`config.mk`:
```
export PLATFORM = sky130hd
export DESIGN_NAME = bus_cmd_gen
export DESIGN_NICKNAME = d
export VERILOG_FILES = /design/src/rtl/bus_cmd_pkg.sv /design/src/rtl/bus_status_decode.sv /design/src/rtl/bus_cycle_fsm.sv /design/src/rtl/bus_strobe_gen.sv /design/src/rtl/bus_cmd_gen.sv
export SDC_FILE = /design/constraint.sdc
export NUM_CORES = 1
export LEC_CHECK = 0
export BUFFER_PORTS_ARGS = -buffer_cell sky130_fd_sc_hd__buf_4
export CAP_MARGIN = 40
export CORE_AREA = 4 4 41 43
export CTS_BUF_LIST = sky130_fd_sc_hd__clkbuf_4 sky130_fd_sc_hd__clkbuf_8
export CTS_CLUSTER_DIAMETER = 40
export CTS_CLUSTER_SIZE = 14
export DETAILED_ROUTE_END_ITERATION = 10
export DIE_AREA = 0 0 45 47
export PLACE_DENSITY = 0.77
export SETUP_SLACK_MARGIN = 0.3
export SLEW_MARGIN = 20
export SYNTH_ARGS = -nofsm -noshare
export SYNTH_HDL_FRONTEND = slang
export SYNTH_SLANG_ARGS = --single-unit
```
`constraint.sdc`:
```
create_clock -name clk_i -period 2.09 [get_ports clk_i]
set_clock_uncertainty 0.2 [all_clocks]
set_input_delay 0.3135 -clock clk_i [delete_from_list [all_inputs] [get_ports clk_i]]
set_output_delay 0.3135 -clock clk_i [all_outputs]
set_load 0.01 [all_outputs]
```
`src/rtl/bus_cmd_pkg.sv`:
```
package bus_cmd_pkg;
  localparam int STATUS_W = 3;
  localparam int N_CMD    = 4;
  localparam int IDX_W    = $clog2(N_CMD);

  typedef logic [STATUS_W-1:0] status_t;

  localparam status_t ST_IDLE = 3'b111;
  localparam status_t ST_MRD  = 3'b101;
  localparam status_t ST_MWR  = 3'b110;
  localparam status_t ST_IORD = 3'b001;
  localparam status_t ST_IOWR = 3'b010;
  // value held after reset so a start needs an idle sample first
  localparam status_t ST_RST  = 3'b000;

  // strobe index order: memr, memw, ior, iow
  localparam logic [IDX_W-1:0] IDX_MRD  = 2'd0;
  localparam logic [IDX_W-1:0] IDX_MWR  = 2'd1;
  localparam logic [IDX_W-1:0] IDX_IORD = 2'd2;
  localparam logic [IDX_W-1:0] IDX_IOWR = 2'd3;

  typedef enum logic [2:0] {
    PH_IDLE, PH_T1, PH_T2, PH_T3, PH_T4
  } phase_e;

  typedef struct packed {
    logic             valid;
    logic             is_read;
    logic [IDX_W-1:0] idx;
  } cmd_t;
endpackage

```
`src/rtl/bus_status_decode.sv`:
```
module bus_status_decode
  import bus_cmd_pkg::*;
(
  input  status_t status_i,
  output cmd_t    cmd_o
);
  always_comb begin
    cmd_o = '0;
    unique case (status_i)
      ST_MRD:  cmd_o = '{valid: 1'b1, is_read: 1'b1, idx: IDX_MRD};
      ST_MWR:  cmd_o = '{valid: 1'b1, is_read: 1'b0, idx: IDX_MWR};
      ST_IORD: cmd_o = '{valid: 1'b1, is_read: 1'b1, idx: IDX_IORD};
      ST_IOWR: cmd_o = '{valid: 1'b1, is_read: 1'b0, idx: IDX_IOWR};
      default: cmd_o = '0;
    endcase
  end
endmodule

```
`src/rtl/bus_cycle_fsm.sv`:
```
module bus_cycle_fsm
  import bus_cmd_pkg::*;
(
  input  logic    clk_i,
  input  logic    rst_ni,
  input  status_t status_i,
  input  cmd_t    cmd_i,
  output phase_e  phase_o,
  output cmd_t    cmd_o
);
  phase_e  phase_q, phase_d;
  status_t prev_q;
  status_t code_q, code_d;
  cmd_t    cmd_q, cmd_d;
  logic    start;

  assign start = (prev_q == ST_IDLE) && cmd_i.valid;

  always_comb begin
    phase_d = phase_q;
    code_d  = code_q;
    cmd_d   = cmd_q;
    unique case (phase_q)
      PH_IDLE: if (start) begin
        phase_d = PH_T1;
        code_d  = status_i;
        cmd_d   = cmd_i;
      end
      PH_T1: phase_d = PH_T2;
      PH_T2: phase_d = PH_T3;
      // T3 repeats as a wait state while the code is held
      PH_T3: if (status_i != code_q) phase_d = PH_T4;
      PH_T4: begin
        phase_d = PH_IDLE;
        cmd_d   = '0;
      end
      default: phase_d = PH_IDLE;
    endcase
  end

  always_ff @(posedge clk_i or negedge rst_ni) begin
    if (!rst_ni) begin
      phase_q <= PH_IDLE;
      prev_q  <= ST_RST;
      code_q  <= ST_IDLE;
      cmd_q   <= '0;
    end else begin
      phase_q <= phase_d;
      prev_q  <= status_i;
      code_q  <= code_d;
      cmd_q   <= cmd_d;
    end
  end

  assign phase_o = phase_q;
  assign cmd_o   = cmd_q;
endmodule

```
`src/rtl/bus_strobe_gen.sv`:
```
module bus_strobe_gen
  import bus_cmd_pkg::*;
(
  input  phase_e           phase_i,
  input  cmd_t             cmd_i,
  output logic             ale_o,
  output logic [N_CMD-1:0] strobe_no
);
  logic rd_window, wr_window;

  assign ale_o     = (phase_i == PH_T1);
  // read window trails the write window by one clock
  assign wr_window = (phase_i == PH_T2) || (phase_i == PH_T3);
  assign rd_window = (phase_i == PH_T3) || (phase_i == PH_T4);

  for (genvar g = 0; g < N_CMD; g++) begin : g_strobe
    logic sel;
    assign sel          = cmd_i.valid && (cmd_i.idx == IDX_W'(g));
    assign strobe_no[g] = ~(sel && (cmd_i.is_read ? rd_window : wr_window));
  end
endmodule

```
`src/rtl/bus_cmd_gen.sv`:
```
module bus_cmd_gen
  import bus_cmd_pkg::*;
(
  input  logic       clk_i,
  input  logic       rst_ni,
  input  logic [2:0] status_i,
  output logic       ale_o,
  output logic       memr_no,
  output logic       memw_no,
  output logic       ior_no,
  output logic       iow_no
);
  cmd_t             dec_cmd, cyc_cmd;
  phase_e           phase;
  logic [N_CMD-1:0] strobe_n;

  bus_status_decode u_dec (
    .status_i (status_i),
    .cmd_o    (dec_cmd)
  );

  bus_cycle_fsm u_fsm (
    .clk_i    (clk_i),
    .rst_ni   (rst_ni),
    .status_i (status_i),
    .cmd_i    (dec_cmd),
    .phase_o  (phase),
    .cmd_o    (cyc_cmd)
  );

  bus_strobe_gen u_stb (
    .phase_i   (phase),
    .cmd_i     (cyc_cmd),
    .ale_o     (ale_o),
    .strobe_no (strobe_n)
  );

  assign memr_no = strobe_n[IDX_MRD];
  assign memw_no = strobe_n[IDX_MWR];
  assign ior_no  = strobe_n[IDX_IORD];
  assign iow_no  = strobe_n[IDX_IOWR];
endmodule

```
======== Word-level counts from Yosys, hierarchy flattened ========
Index checks and enable logic that the tools add are counted.
storage, ports and cells
  bits in writable memories ............... 0
  memory bits (read-only) ................. 0
  register bits ........................... 13
  memories ................................ 0
  latch bits .............................. 0
  logic and storage cells ................. 49
operators by class
  reduce and logical (&&, ||, !) cells .... 17
  order comparisons ....................... 0
  bitwise gates (word level) .............. 4
  $mul .................................... 0
  shift-type cells ........................ 0
  add/subtract/negate cells ............... 0
  div/mod/pow operators ................... 0
  equality and inequality tests ........... 15
  multiplexer cells ....................... 7
operators by type and width
  cell                  count
  $pmux W4 S4           1
  $eq A3 B3 Y1 const B  4
  $pmux W3 S4           1
  $eq A3 B2 Y1 const B  3
  $logic_and A1 B1 Y1   9
  $pmux W4 S2           1
  $eq A3 B1 Y1 const B  2
  $mux W3               2
  $reduce_and A2 Y1     3
  $eq A2 B2 Y1 const B  2
  $mux W4               1
  $ne A2 B1 Y1 const B  2
  $not A1 Y1            4
  $logic_not A3 Y1      1
  $ne A3 B3 Y1          1
  $eq A2 B1 Y1 const B  1
  $logic_not A2 Y1      1
  $logic_or A1 B1 Y1    2
  $reduce_bool A2 Y1    1
  $mux W1               1

======== Logic depth before layout (Yosys ltp) ========
Gate-level depths: netlist of run 1.
  depth in word-level cells ............... 5
  mapped depth ............................ 6
  gate-level depth less buffers ........... 5

======== Modules after synthesis ========
A second synthesis of run 1 with hierarchy kept.
unflattened totals
  cells, all modules ...................... 60
  area, all modules ....................... 706.9 um^2
modules (own cells, without submodules)
  module             seq. area each (um^2)  instances  area each (um^2)  cells an instance
  bus_cycle_fsm      329.1                  1          593.1             46
  bus_strobe_gen     0.0                    1          85.1              10
  bus_status_decode  0.0                    1          28.8              4

======== Worst setup path after synthesis of run 1 ========
OpenSTA, ideal clock, no wires.
  path type ............................... in2reg
  start point ............................. input status_i[0]
  end point ............................... register u_fsm.code_q[0]
  required time ........................... 1808 ps
  arrival time ............................ 1420 ps
  library setup time ...................... 82 ps
  buffers on the path ..................... 0
  cell stages on the path ................. 5
  setup slack ............................. 387 ps
  cells stage by stage .................... inv_1 ha_1 nand4b_2 nor4_4 mux2_2
on the way
  longest elaborated chain between the ends .. 4
  elaborated cells between the ends (all ways) .. 7
ends and longest elaborated chain
  element                               line                    source
  from (decl)                           bus_cmd_gen.sv:6        input logic [2:0] status_i,
  $eq A3 B2 Y1 (tied with other cells)  bus_status_decode.sv:9  unique case (status_i)
  $pmux W4 S4                           bus_status_decode.sv:9
  $logic_and A1 B1 Y1                   bus_cycle_fsm.sv:17     assign start = (prev_q == ST_IDLE) && cmd_i.valid;
  $reduce_and A2 Y1 (no source line)    --
  to (signal assigned)                  bus_cycle_fsm.sv:50     code_q <= code_d;
  to (decl)                             bus_cycle_fsm.sv:13     status_t code_q, code_d;
Parallel ways exist; a longest one is shown, timed or not.
A chain may end at the register's enable or synchronous reset.

======== Worst setup path in the final report of run 1 ========
  start point ............................. register u_fsm.phase_q[2], in the netlist u_fsm.phase_o[2]
  end point ............................... output memw_no
on the way
  longest elaborated chain between the ends .. 5
  elaborated cells between the ends (all ways) .. 8
ends and longest elaborated chain
  element                                line                                        source
  from (decl)                            bus_cycle_fsm.sv:11                         phase_e phase_q, phase_d;
  from (signal assigned)                 bus_cycle_fsm.sv:48                         phase_q <= phase_d;
  $eq A3 B2 Y1 (tied with other cells)   bus_strobe_gen.sv:13                        assign wr_window = (phase_i == PH_T2) || (phase_i == PH_T3);
  $logic_or A1 B1 Y1 (on tied branches)  bus_strobe_gen.sv:13, bus_strobe_gen.sv:14
  $mux W1 (*)                            bus_strobe_gen.sv:19                        assign strobe_no[g] = ~(sel && (cmd_i.is_read ? rd_window : wr_window));
  $logic_and A1 B1 Y1 (*)                bus_strobe_gen.sv:19
  $not A1 Y1 (*)                         bus_strobe_gen.sv:19
  to (decl)                              bus_cmd_gen.sv:9                            output logic memw_no,
Every way passes the cells marked *; elsewhere a longest branch is shown, timed or not.

==> out/results.tsv, run 1 <==
metric	value	unit
dieArea	2120	µm²
clkLatencyLatePin	0.28	ns
cts_tree	yes	
ys_seq_area_frac	0.469	
instances_no_fill	100	
fin_tns_setup	0	ns
max-slew-margin-rel	0.806	
core_area	1300	µm²
cts_buffers	3	
cpPeakStageDelay	0.41	ns
syn_avg_cell_area	11.0	µm²
place_hpwl	1.01	mm
nets	94	
setup_viol	0	
vdd_ir_drop_max	0.000725	V
clock.fmax	548	MHz
reg2reg_slack	0.46	ns
hold_viol_final	0	
syn_to_final_growth	33.3	%
setup_slack	0.265	ns
routedWlPerCell	14.8	µm
synthCells	64	
synth.net_count	72	
pre_cts_ws	0.149	ns
postRouteAntennaNets	0	
rr_worst_depth	3	
synth_warnings	0	
synthArstFlopShare	1.00	
p_leak	0.000389	µW
min_path_type	primary input to register	
grt_pass1_vias	597	
worstPathCellList	nand2b_4 -> o22ai_4 -> nand4b_1 -> buf_4	
h-tree-depth	1	
cp_max_fo	4	
die_w	45	µm
cp-startpoint	u_fsm.phase_o[2]$_DFFE_PN0P_	
cp_slowest_cell	dfrtp_1	
path_buf_inv	1	
critPathKind	register to output pin	
report.final.slew_viol_count	0	
ys_ff_latch	13	
r2r_start	u_fsm.phase_o[1]$_DFFE_PN0P_	
grt_overflow	0	
rsz0062_at_grt	yes	
crit_required	1.58	ns
worstSetupEndpoint	memw_no	
synth_flop_cell	dfrtp_1	
numClockSinks	13	
io_buffers	9	
total_power	1220	µW
num_io_pins	10	
critical_path_depth	4	
worstSetupStartpointType	register	
root_buffer	clkbuf_4	
grt_max_degree	14	
p_per_area	1310	nW/µm²
gp_congestion	0.744	
vias	558	
cp.arrival	1.31	ns
crit_family	flip-flops	
max-cap-violations	0	
grt_pass1_wl	2.60	mm
outcome	finished clean	
first_iter_violations	11	
start_util	0.539	
yosysUniqueCellTypes	28	
avgViaCountPerCell	5.58	
grt_util_all_layers	0.176	
antenna_found_initial	0	
clockBufferDepth	2	
drive_gt1_frac	0.400	
period_needed	1.83	ns
cp-end-kind	output pin	
syn_area	702	µm²
synth-edff-count	0	
insertedDiodeCount	0	
num_rows	13	
routed_wl	1.48	mm
cts.reportedPaths.clkPinSlew	0.08	ns
rr_endpoint	u_fsm.code_q[1]$_DFFE_PN1P_	
tightest_slew	0.289	ns
first_pass_iters	4	
dp_cells	88	
die_h	47	µm
min_period_over_period	0.873	
drc	0	
==> what timing repair did <==
| action | in CTS | in global routing |
|---|---|---|
| pin swaps | 2 | 4 |
| endpoints found under the hold margin | 16 | 0 |
| setup buffers | 1 | 3 |
| setup endpoints to repair | 5 | 5 |
| gates resized for setup | 4 | 4 |
| hold buffers | 4 | 0 |
==> sequential cells by signal (all words and copies together) (netlist names) <==
register,count
u_fsm.prev_q,3
u_fsm.phase_o,3
u_fsm.cmd_o,4
u_fsm.code_q,3
==> Yosys cell counts (2+ instances only) <==
library cell  count  area (µm²)
nand3_1           2        10.0
mux2_2            3        33.8
nand3b_1          3        22.5
nand4b_1          2        17.5
inv_1             2        7.51
nor3_1            3        15.0
a21oi_1           3        15.0
nand4_1           2        12.5
xnor2_1           3        26.3
ha_1              3        37.5
dfrtp_1          10         250
nor2b_1           2        12.5
nand2b_1          2        12.5
o21ai_0           4        20.0
nand2_1           2        7.51
dfstp_2           3        78.8
o211ai_1          2        15.0
buf_2             3        15.0
==> worst min-delay path by stage <==
stage	start	slack (ns)	depth (start not counted)	end
floorplan	rst_ni	-0.18	0	u_fsm.cmd_o[0]$_DFFE_PN0P_
global placement	rst_ni	-0.04	1	u_fsm.prev_q[2]$_DFF_PN0_
detailed placement	rst_ni	-0.03	1	u_fsm.prev_q[2]$_DFF_PN0_
CTS	status_i[0]	0.12	2	u_fsm.code_q[0]$_DFFE_PN1P_
global route	status_i[1]	0.14	2	u_fsm.code_q[1]$_DFFE_PN1P_
finish	status_i[1]	0.11	2	u_fsm.code_q[1]$_DFFE_PN1P_
==> metal layers <==
layer  track usage  routed length [µm]
met1         0.201                 644
met2         0.297                 736
met3        0.0307                  50
met4         0.129                  47
met5             0                   0
==> logic make-up (layout without fill, tap and decap cells) <==
logic type	count (synthesis)	in the layout	synth area share
multiplexers	3	3	0.0481
XOR/XNOR	3	3	0.0374
AO/OA/AOI/OAI	13	13	0.112
buffers and inverters	5	26	0.0321
AND/OR/NAND/NOR	24	24	0.248
adder cells (fa/ha/maj)	3	3	0.0535
flip-flops	13	13	0.469
==> layout make-up <==
cell class                 count  area (µm²)
fill                         107         365
multi-input combinational     46         382
tap                           15        18.8
timing repair buffer          20         168
sequential                    13         330
inverter                       2        7.51
clock buffer                   4        30.0
==> placed cells by master, fill, tap and decap left out, types with 3 or more instances in the layout <==
cell type,synthesis,final
ha_1,3,3
dfrtp_1,10,9
a21oi_1,3,3
dlygate4sd3_1,0,4
clkbuf_4,0,4
o21ai_0,4,4
dfstp_2,3,3
nand3b_1,3,3
buf_4,0,14
xnor2_1,3,3
mux2_2,3,3
==> per-stage QoR <==
step	hold slack, ns	cell area, µm²	utilization
after global placement	-0.0353	796	0.612
after floorplan	-0.182	702	-
after detailed placement	-0.0337	796	0.612
after CTS	0.119	893	0.687
after global routing	0.142	936	0.719
final	0.114	936	0.719
==> power by group <==
part / internal (µW) / switching (µW)
combinational: 321 / 274
sequential: 360 / 95.9
clock: 87.0 / 85.8
Power figures use the tool's default switching activity.
==> inputs of run 2 (changes only) <==
--- a/config.mk
+++ b/config.mk
@@ -5,15 +5,16 @@
 export SDC_FILE = /design/constraint.sdc
 export NUM_CORES = 1
 export LEC_CHECK = 0
+export ABC_AREA = 1
 export BUFFER_PORTS_ARGS = -buffer_cell sky130_fd_sc_hd__buf_4
 export CAP_MARGIN = 40
-export CORE_AREA = 4 4 41 43
+export CORE_MARGIN = 4
+export CORE_UTILIZATION = 55
 export CTS_BUF_LIST = sky130_fd_sc_hd__clkbuf_4 sky130_fd_sc_hd__clkbuf_8
 export CTS_CLUSTER_DIAMETER = 40
 export CTS_CLUSTER_SIZE = 14
 export DETAILED_ROUTE_END_ITERATION = 10
-export DIE_AREA = 0 0 45 47
-export PLACE_DENSITY = 0.77
+export PLACE_DENSITY = 0.78
 export SETUP_SLACK_MARGIN = 0.3
 export SLEW_MARGIN = 20
 export SYNTH_ARGS = -nofsm -noshare
==> run 2 against run 1 <==
Effect of this change: synthesized area increased by 3.4%; worst hold slack improved by 0.020 ns; highest routed layer unchanged; setup slack worse by 0.12 ns; first-iteration DRC count down 45%; utilization rose by 11 points; clock power fell by 5%; total power is 1.1% higher; non-clock buffer count decreased by 1; via count grew 10%; combinational power grew 2%.
==> out/results.tsv, run 2 <==
metric	value	unit	change
outcome	finished clean		
avgViaCountPerCell	5.01		-10%
die_h	44.3	µm	-5.7%
synth-compound-area-share	0.0569		-0.0554
syn_to_final_growth	33.8	%	
placed_area	811	µm²	+1.9%
worstSetupStartpointType	register		
min_period_over_period	0.932		+0.0588
critPathKind	register to output pin		
pre_cts_ws	0.414	ns	+0.265 ns
cts_buffers	3		unchanged
yosys-top-cells-area	dfrtp_1 34%, nand2_1 11%, dfstp_2 11%		
drive_gt1_frac	0.376		-0.0239
num_rows	12		-1
reg2reg_slack	0.67	ns	+0.21 ns
nFillCells	75		-30%
yosysMostFrequentCell	nand2_1		
stdcell_area	971	µm²	+3.7%
fin_tns_setup	0	ns	unchanged
synthCells	86		+34%
core_area	1170	µm²	-10%
p_leak	0.000482	µW	+24%
power.net_switching	500	µW	+9.8%
critical_path_depth	6		+2
max-cap-violations	0		unchanged
clock.fmax	513	MHz	-6.3%
ys_top_cells_by_count	22 x nand2_1, 14 x inv_1, 10 x dfrtp_1, 7 x nand3_1, 5 x nor3_1		
path_buf_inv	1		unchanged
synth_xor_area_frac	0		-0.0374
cp.arrival	1.43	ns	+0.12 ns
crit_required	1.58	ns	about the same
cpPeakStageDelay	0.44	ns	+0.03 ns
hold_viol_final	0		unchanged
num_io_pins	10		unchanged
vias	616		+10%
synth_warnings	0		unchanged
rr_worst_depth	6		+3
syn_avg_cell_area	8.44	µm²	-23%
largest_reg_flops	4		unchanged
routed_wl	1.45	mm	-2.2%
yosysTopAreaCell	dfrtp_1		
synth_flop_cell	dfrtp_1		
cts.reportedPaths.clkPinSlew	0.08	ns	about the same
cp_slowest_cell	dfrtp_2		
worstSetupEndpoint	ior_no		
synth_adder_area_share	0.0517		-0.00175
synth_mux_area_frac	0		-0.0481
setup_viol	0		unchanged
die_w	44.3	µm	-1.5%
synth_top_family_by_area	simple AND/OR/NAND/NOR gates		
synth.net_count	94		+31%
cp-startpoint	u_fsm.phase_o[0]$_DFFE_PN0P_		
p_clk_frac	0.133		-0.008
power_frac_seq	0.376		+0.003
drc	0		unchanged
h-tree-depth	1		unchanged
grt_util_all_layers	0.187		+0.0107
grt_overflow	0		unchanged
dieArea	1960	µm²	-7.1%
root_buffer	clkbuf_4		
first_pass_iters	3		-1
synthArstFlopShare	1.00		unchanged
antenna_found_initial	0		unchanged
cp_common_cell	nand2_2		
ys_seq_area_frac	0.453		-0.0154
dp_cells	109		+24%
synthSimpleGateAreaFrac	0.357		+0.109
routedWlPerCell	11.8	µm	-21%
numClockSinks	13		unchanged
report.final.slew_viol_count	0		unchanged
grt_pass1_wl	2.70	mm	+3.7%
vdd_ir_drop_max	0.000805	V	+11%
ys_ff_latch	13		unchanged
rr_endpoint	u_fsm.phase_o[2]$_DFFE_PN0P_		
min_path_type	primary input to register		
setup_slack	0.142	ns	-0.123 ns
rsz0062_at_grt	yes		
instances_no_fill	123		+23%
p_sw_frac	0.404		+0.0320
layout_commonest_cell	nand2_1		
nets	118		+26%
comb_power_share	0.491		+0.005
synth-edff-count	0		unchanged
grt_pass1_vias	624		+4.5%
period_needed	1.95	ns	+0.123 ns
p_per_area	1270	nW/µm²	-2.5%
r2r_start	u_fsm.phase_o[2]$_DFFE_PN0P_		
total_power	1240	µW	+1.1%
postRouteAntennaNets	0		unchanged
syn_area	726	µm²	+3.4%
place_hpwl	1.05	mm	+3.8%
max-slew-margin-rel	0.828		+0.0224
gp_congestion	0.762		+2.5%
mostFrequentLayoutCells	17 x nand2_1, 14 x inv_1, 11 x buf_4		
cts_tree	yes		
first_iter_violations	6		-5
grt_max_degree	14		unchanged
clockBufferDepth	2		unchanged
clkLatencyLatePin	0.27	ns	about the same
synth_top_area_frac	0.345		-0.0117
start_util	0.620		+0.0802
cp_max_fo	4		unchanged
io_buffers	9		unchanged
crit_family	simple AND/OR/NAND/NOR gates		
cp-end-kind	output pin		
worstPathCellList	nor2_4 -> nand2_2 -> or2_4 -> nand3_4 -> nand2_2 -> buf_6		
yosysUniqueCellTypes	21		-25%
tightest_slew	0.257	ns	-0.0315 ns
intPower	737	µW	-4.0%
insertedDiodeCount	0		unchanged
-- run 2: changes by cell type after synthesis, moves of 3 or more --
cell,delta
a21oi_1,-3
xnor2_1,-3
inv_1,+12
nand3_1,+5
buf_2,-3
mux2_2,-3
nor2_1,+3
o21ai_2,+3
nand2_1,+20
-- run 2: stage by stage --
stage | hold slack [ns] | utilization
4_1_cts | 0.131 | 0.794
3_3_place_gp | -0.0374 | 0.692
6_report | 0.134 | 0.829
2_1_floorplan | -0.182 | -
3_5_place_dp | -0.0357 | 0.692
5_1_grt | 0.134 | 0.829
-- run 2: routing by layer --
layer | vias to the layer above | GRT usage | routed length, µm
li1 | 320 | - | -
met1 | 281 | 0.250 | 647
met2 | 11 | 0.297 | 730
met3 | 4 | 0.0488 | 53
met4 | 0 | 0.0542 | 14
met5 | - | 0 | 0
-- run 2: layout make-up --
| cell class | count | area [µm²] | share of cell area |
|---|---|---|---|
| inverter | 15 | 58.8 | 0.0606 |
| clock buffer | 4 | 30.0 | 0.0309 |
| sequential | 13 | 330 | 0.340 |
| multi-input combinational | 58 | 367 | 0.378 |
| timing repair buffer | 19 | 168 | 0.173 |
| tap | 14 | 17.5 | 0.0180 |
-- run 2: power groups by stage --
stage / combinational [µW] / sequential, µW / clock (µW)
6_report: 607 / 465 / 165
5_1_grt: 683 / 482 / 187
4_1_cts: 517 / 465 / 169
3_5_place_dp: 450 / 461 / 0
3_3_place_gp: 434 / 459 / 0
2_1_floorplan: 346 / 439 / 0
-- run 2: how the worst min path moves through the flow --
stage                     cells after the start  slack [ns]                           end   startpoint
final                                         3        0.13   u_fsm.code_q[0]$_DFFE_PN1P_  status_i[0]
after CTS                                     3        0.13   u_fsm.code_q[0]$_DFFE_PN1P_  status_i[0]
after detailed placement                      1       -0.04  u_fsm.phase_o[0]$_DFFE_PN0P_       rst_ni
after global placement                        1       -0.04  u_fsm.phase_o[1]$_DFFE_PN0P_       rst_ni
after floorplan                               0       -0.18    u_fsm.cmd_o[0]$_DFFE_PN0P_       rst_ni
after global routing                          3        0.13   u_fsm.code_q[0]$_DFFE_PN1P_  status_i[0]
-- run 2: kinds of logic (layout without fill, tap and decap cells) --
kind of cell               after synthesis  after routing
AOI/OAI and AO/OA                        6              6
buffers and inverters                   15             38
DFF                                     13             13
adders and majority gates                3              3
and+or+nand+nor                         49             49
-- run 2: timing repair --
action	CTS	global route
pin swaps	2	2
endpoints found under the hold margin	16	0
hold buffers	4	0
buffers inserted	4	2
endpoints found under the setup margin	4	4
gates resized for setup	5	8
-- run 2: worst min-delay path, stage by stage --
cell and delay (ns):
buf_4 0.13, inv_1 0.10, o21ai_2 0.07
==> inputs of run 3 (changes only) <==
--- a/config.mk
+++ b/config.mk
@@ -9,12 +9,12 @@
 export BUFFER_PORTS_ARGS = -buffer_cell sky130_fd_sc_hd__buf_4
 export CAP_MARGIN = 40
 export CORE_MARGIN = 4
-export CORE_UTILIZATION = 55
+export CORE_UTILIZATION = 52
 export CTS_BUF_LIST = sky130_fd_sc_hd__clkbuf_4 sky130_fd_sc_hd__clkbuf_8
 export CTS_CLUSTER_DIAMETER = 40
 export CTS_CLUSTER_SIZE = 14
 export DETAILED_ROUTE_END_ITERATION = 10
-export PLACE_DENSITY = 0.78
+export PLACE_DENSITY = 0.77
 export SETUP_SLACK_MARGIN = 0.3
 export SLEW_MARGIN = 20
 export SYNTH_ARGS = -nofsm -noshare
==> constraint.sdc (replaced) <==
create_clock -name clk_i -period 1.67 [get_ports clk_i]
set_clock_uncertainty 0.2 [all_clocks]
set_input_delay 0.2505 -clock clk_i [delete_from_list [all_inputs] [get_ports clk_i]]
set_output_delay 0.2505 -clock clk_i [all_outputs]
set_load 0.01 [all_outputs]
==> run 3 against run 2 <==
Effect of this change: flip-flop and latch count unchanged; critical path type unchanged; die area is 4.7% higher; the run now ends with negative setup slack left; highest routed layer unchanged; register-to-register slack got worse by 0.44 ns; worst hold slack lost 0.088 ns; non-clock buffer count shrank 1.
==> out/results.tsv, run 3 (same netlist as run 2, synthesis figures left out) <==
metric	value	unit	change
gp_congestion	0.788		+3.4%
avgViaCountPerCell	5.39		+7.6%
placed_area	812	µm²	+0.15%
grt_util_all_layers	0.195		+0.00839
min_path_type	primary input to register		
routed_wl	1.68	mm	+16%
antenna_found_initial	0		unchanged
start_util	0.558		-0.0620
period_needed	1.88	ns	
cts_tree	yes		
worstPathCellList	inv_1 -> nor3_2 -> nand2_1 -> nand3_4 -> nand2_2 -> buf_6		
vdd_ir_drop_max	0.00125	V	+55%
fin_util	0.802		-0.0271
mostFrequentLayoutCells	16 x nand2_1, 14 x inv_1, 9 x buf_4		
crit_required	1.22	ns	-0.36 ns
p_leak	0.000487	µW	+1.1%
nets	118		unchanged
num_io_pins	10		unchanged
cts_buffers	3		unchanged
routedWlPerCell	13.5	µm	+15%
grt_pass1_wl	2.76	mm	+2.3%
clockBufferDepth	2		unchanged
setup_slack	-0.211	ns	-0.353 ns
drive_gt1_frac	0.440		+0.0642
rsz0062_at_grt	yes		
core_area	1300	µm²	+11%
grt_overflow	0		unchanged
p_per_area	1660	nW/µm²	+31%
max-slew-margin-rel	0.759		-0.0691
cp.arrival	1.43	ns	about the same
syn_to_final_growth	43.8	%	
cpPeakStageDelay	0.42	ns	-0.02 ns
report.final.slew_viol_count	0		unchanged
dieArea	2060	µm²	+4.7%
min_period_over_period	1.13		
grt_pass1_vias	647		+3.7%
first_iter_violations	13		+7
instances_no_fill	124		+0.81%
max-cap-violations	0		unchanged
drc	0		unchanged
tightest_slew	0.360	ns	+0.103 ns
cp_max_fo	4		unchanged
grt_max_degree	14		unchanged
worstSetupStartpointType	register		
layout_commonest_cell	nand2_1		
root_buffer	clkbuf_4		
fin_hold_ws	0.0458	ns	-0.0880 ns
cp-end-kind	output pin		
failed_checks	negative setup slack		
outcome	finished with violations		
stdcell_area	1040	µm²	+7.5%
cts.reportedPaths.clkPinSlew	0.08	ns	about the same
num_rows	13		+1
die_h	45.4	µm	+2.3%
pre_cts_ws	0.0719	ns	-0.342 ns
first_pass_iters	4		+1
crit_family	simple AND/OR/NAND/NOR gates		
place_hpwl	1.11	mm	+6.2%
path_buf_inv	2		+1
dp_cells	110		+0.92%
critPathKind	register to output pin		
h-tree-depth	1		unchanged
insertedDiodeCount	0		unchanged
vias	668		+8.4%
largest_reg_flops	4		unchanged
cp_slowest_cell	dfrtp_1		
hold_viol_final	0		unchanged
io_buffers	9		unchanged
numClockSinks	13		unchanged
nFillCells	89		+19%
postRouteAntennaNets	0		unchanged
clkLatencyLatePin	0.28	ns	about the same
setup_viol	4		+4
die_w	45.4	µm	+2.3%
clock.fmax	532	MHz	
[run 3: path summary, 6_finish.rpt]
| path | startpoint | endpoint | slack [ns] | depth (start not counted) |
|---|---|---|---|---|
| worst max-delay path | u_fsm.phase_o[2]$_DFFE_PN0P_ | ior_no | -0.21 | 6 |
| worst min-delay path | status_i[2] | u_fsm.code_q[2]$_DFFE_PN1P_ | 0.05 | 3 |
| worst max register to register | u_fsm.phase_o[2]$_DFFE_PN0P_ | u_fsm.cmd_o[0]$_DFFE_PN0P_ | 0.23 | 8 |
| worst min register to register | u_fsm.code_q[0]$_DFFE_PN1P_ | u_fsm.code_q[0]$_DFFE_PN1P_ | 0.30 | 2 |
| max in group asynchronous | rst_ni | u_fsm.code_q[1]$_DFFE_PN1P_ | 0.89 | 2 |
| min in group asynchronous | rst_ni | u_fsm.cmd_o[2]$_DFFE_PN0P_ | 0.14 | 2 |
[run 3: what timing repair did]
action	in CTS	in global routing
setup endpoints to repair	5	14
hold buffers	4	0
resized for setup	10	20
gates cloned	0	1
endpoints found under the hold margin	16	0
setup buffers	3	2
pin swaps	3	5
[run 3: cell type report]
type                            instances  area [µm²]  share of cell area
Sequential cell                        13         332               0.318
Clock buffer                            4        30.0              0.0288
Timing Repair Buffer                   18         164               0.157
Multi-Input combinational cell         59         430               0.412
Tap cell                               15        18.8              0.0180
Inverter                               15        68.8              0.0659
[run 3: worst reg2reg max path, delay by kind of cell, from the launching register on]
kind	cells	cell delay, ns
flops	1	0.43
simple gates	5	0.40
buf+inv	3	0.30
[run 3: power by group]
group	switching, µW	internal [µW]	total [µW]
logic	515	420	934
clock network	107	109	216
registers	125	462	587
total	746	991	1740
[run 3: through the flow]
step	power, µW	TNS [ns]
2_1_floorplan	981	0
3_3_place_gp	1110	0
3_5_place_dp	1150	0
4_1_cts	1480	-0.884
5_1_grt	1860	-1.11
6_report	1740	-0.835
[run 3: layer usage]
layer  up-vias  GRT usage  share of wire
met1       305      0.221           0.41
met5         -          0              0
li1        319          -              -
met3         9     0.0359          0.061
met2        35      0.333           0.49
met4         0      0.123          0.034
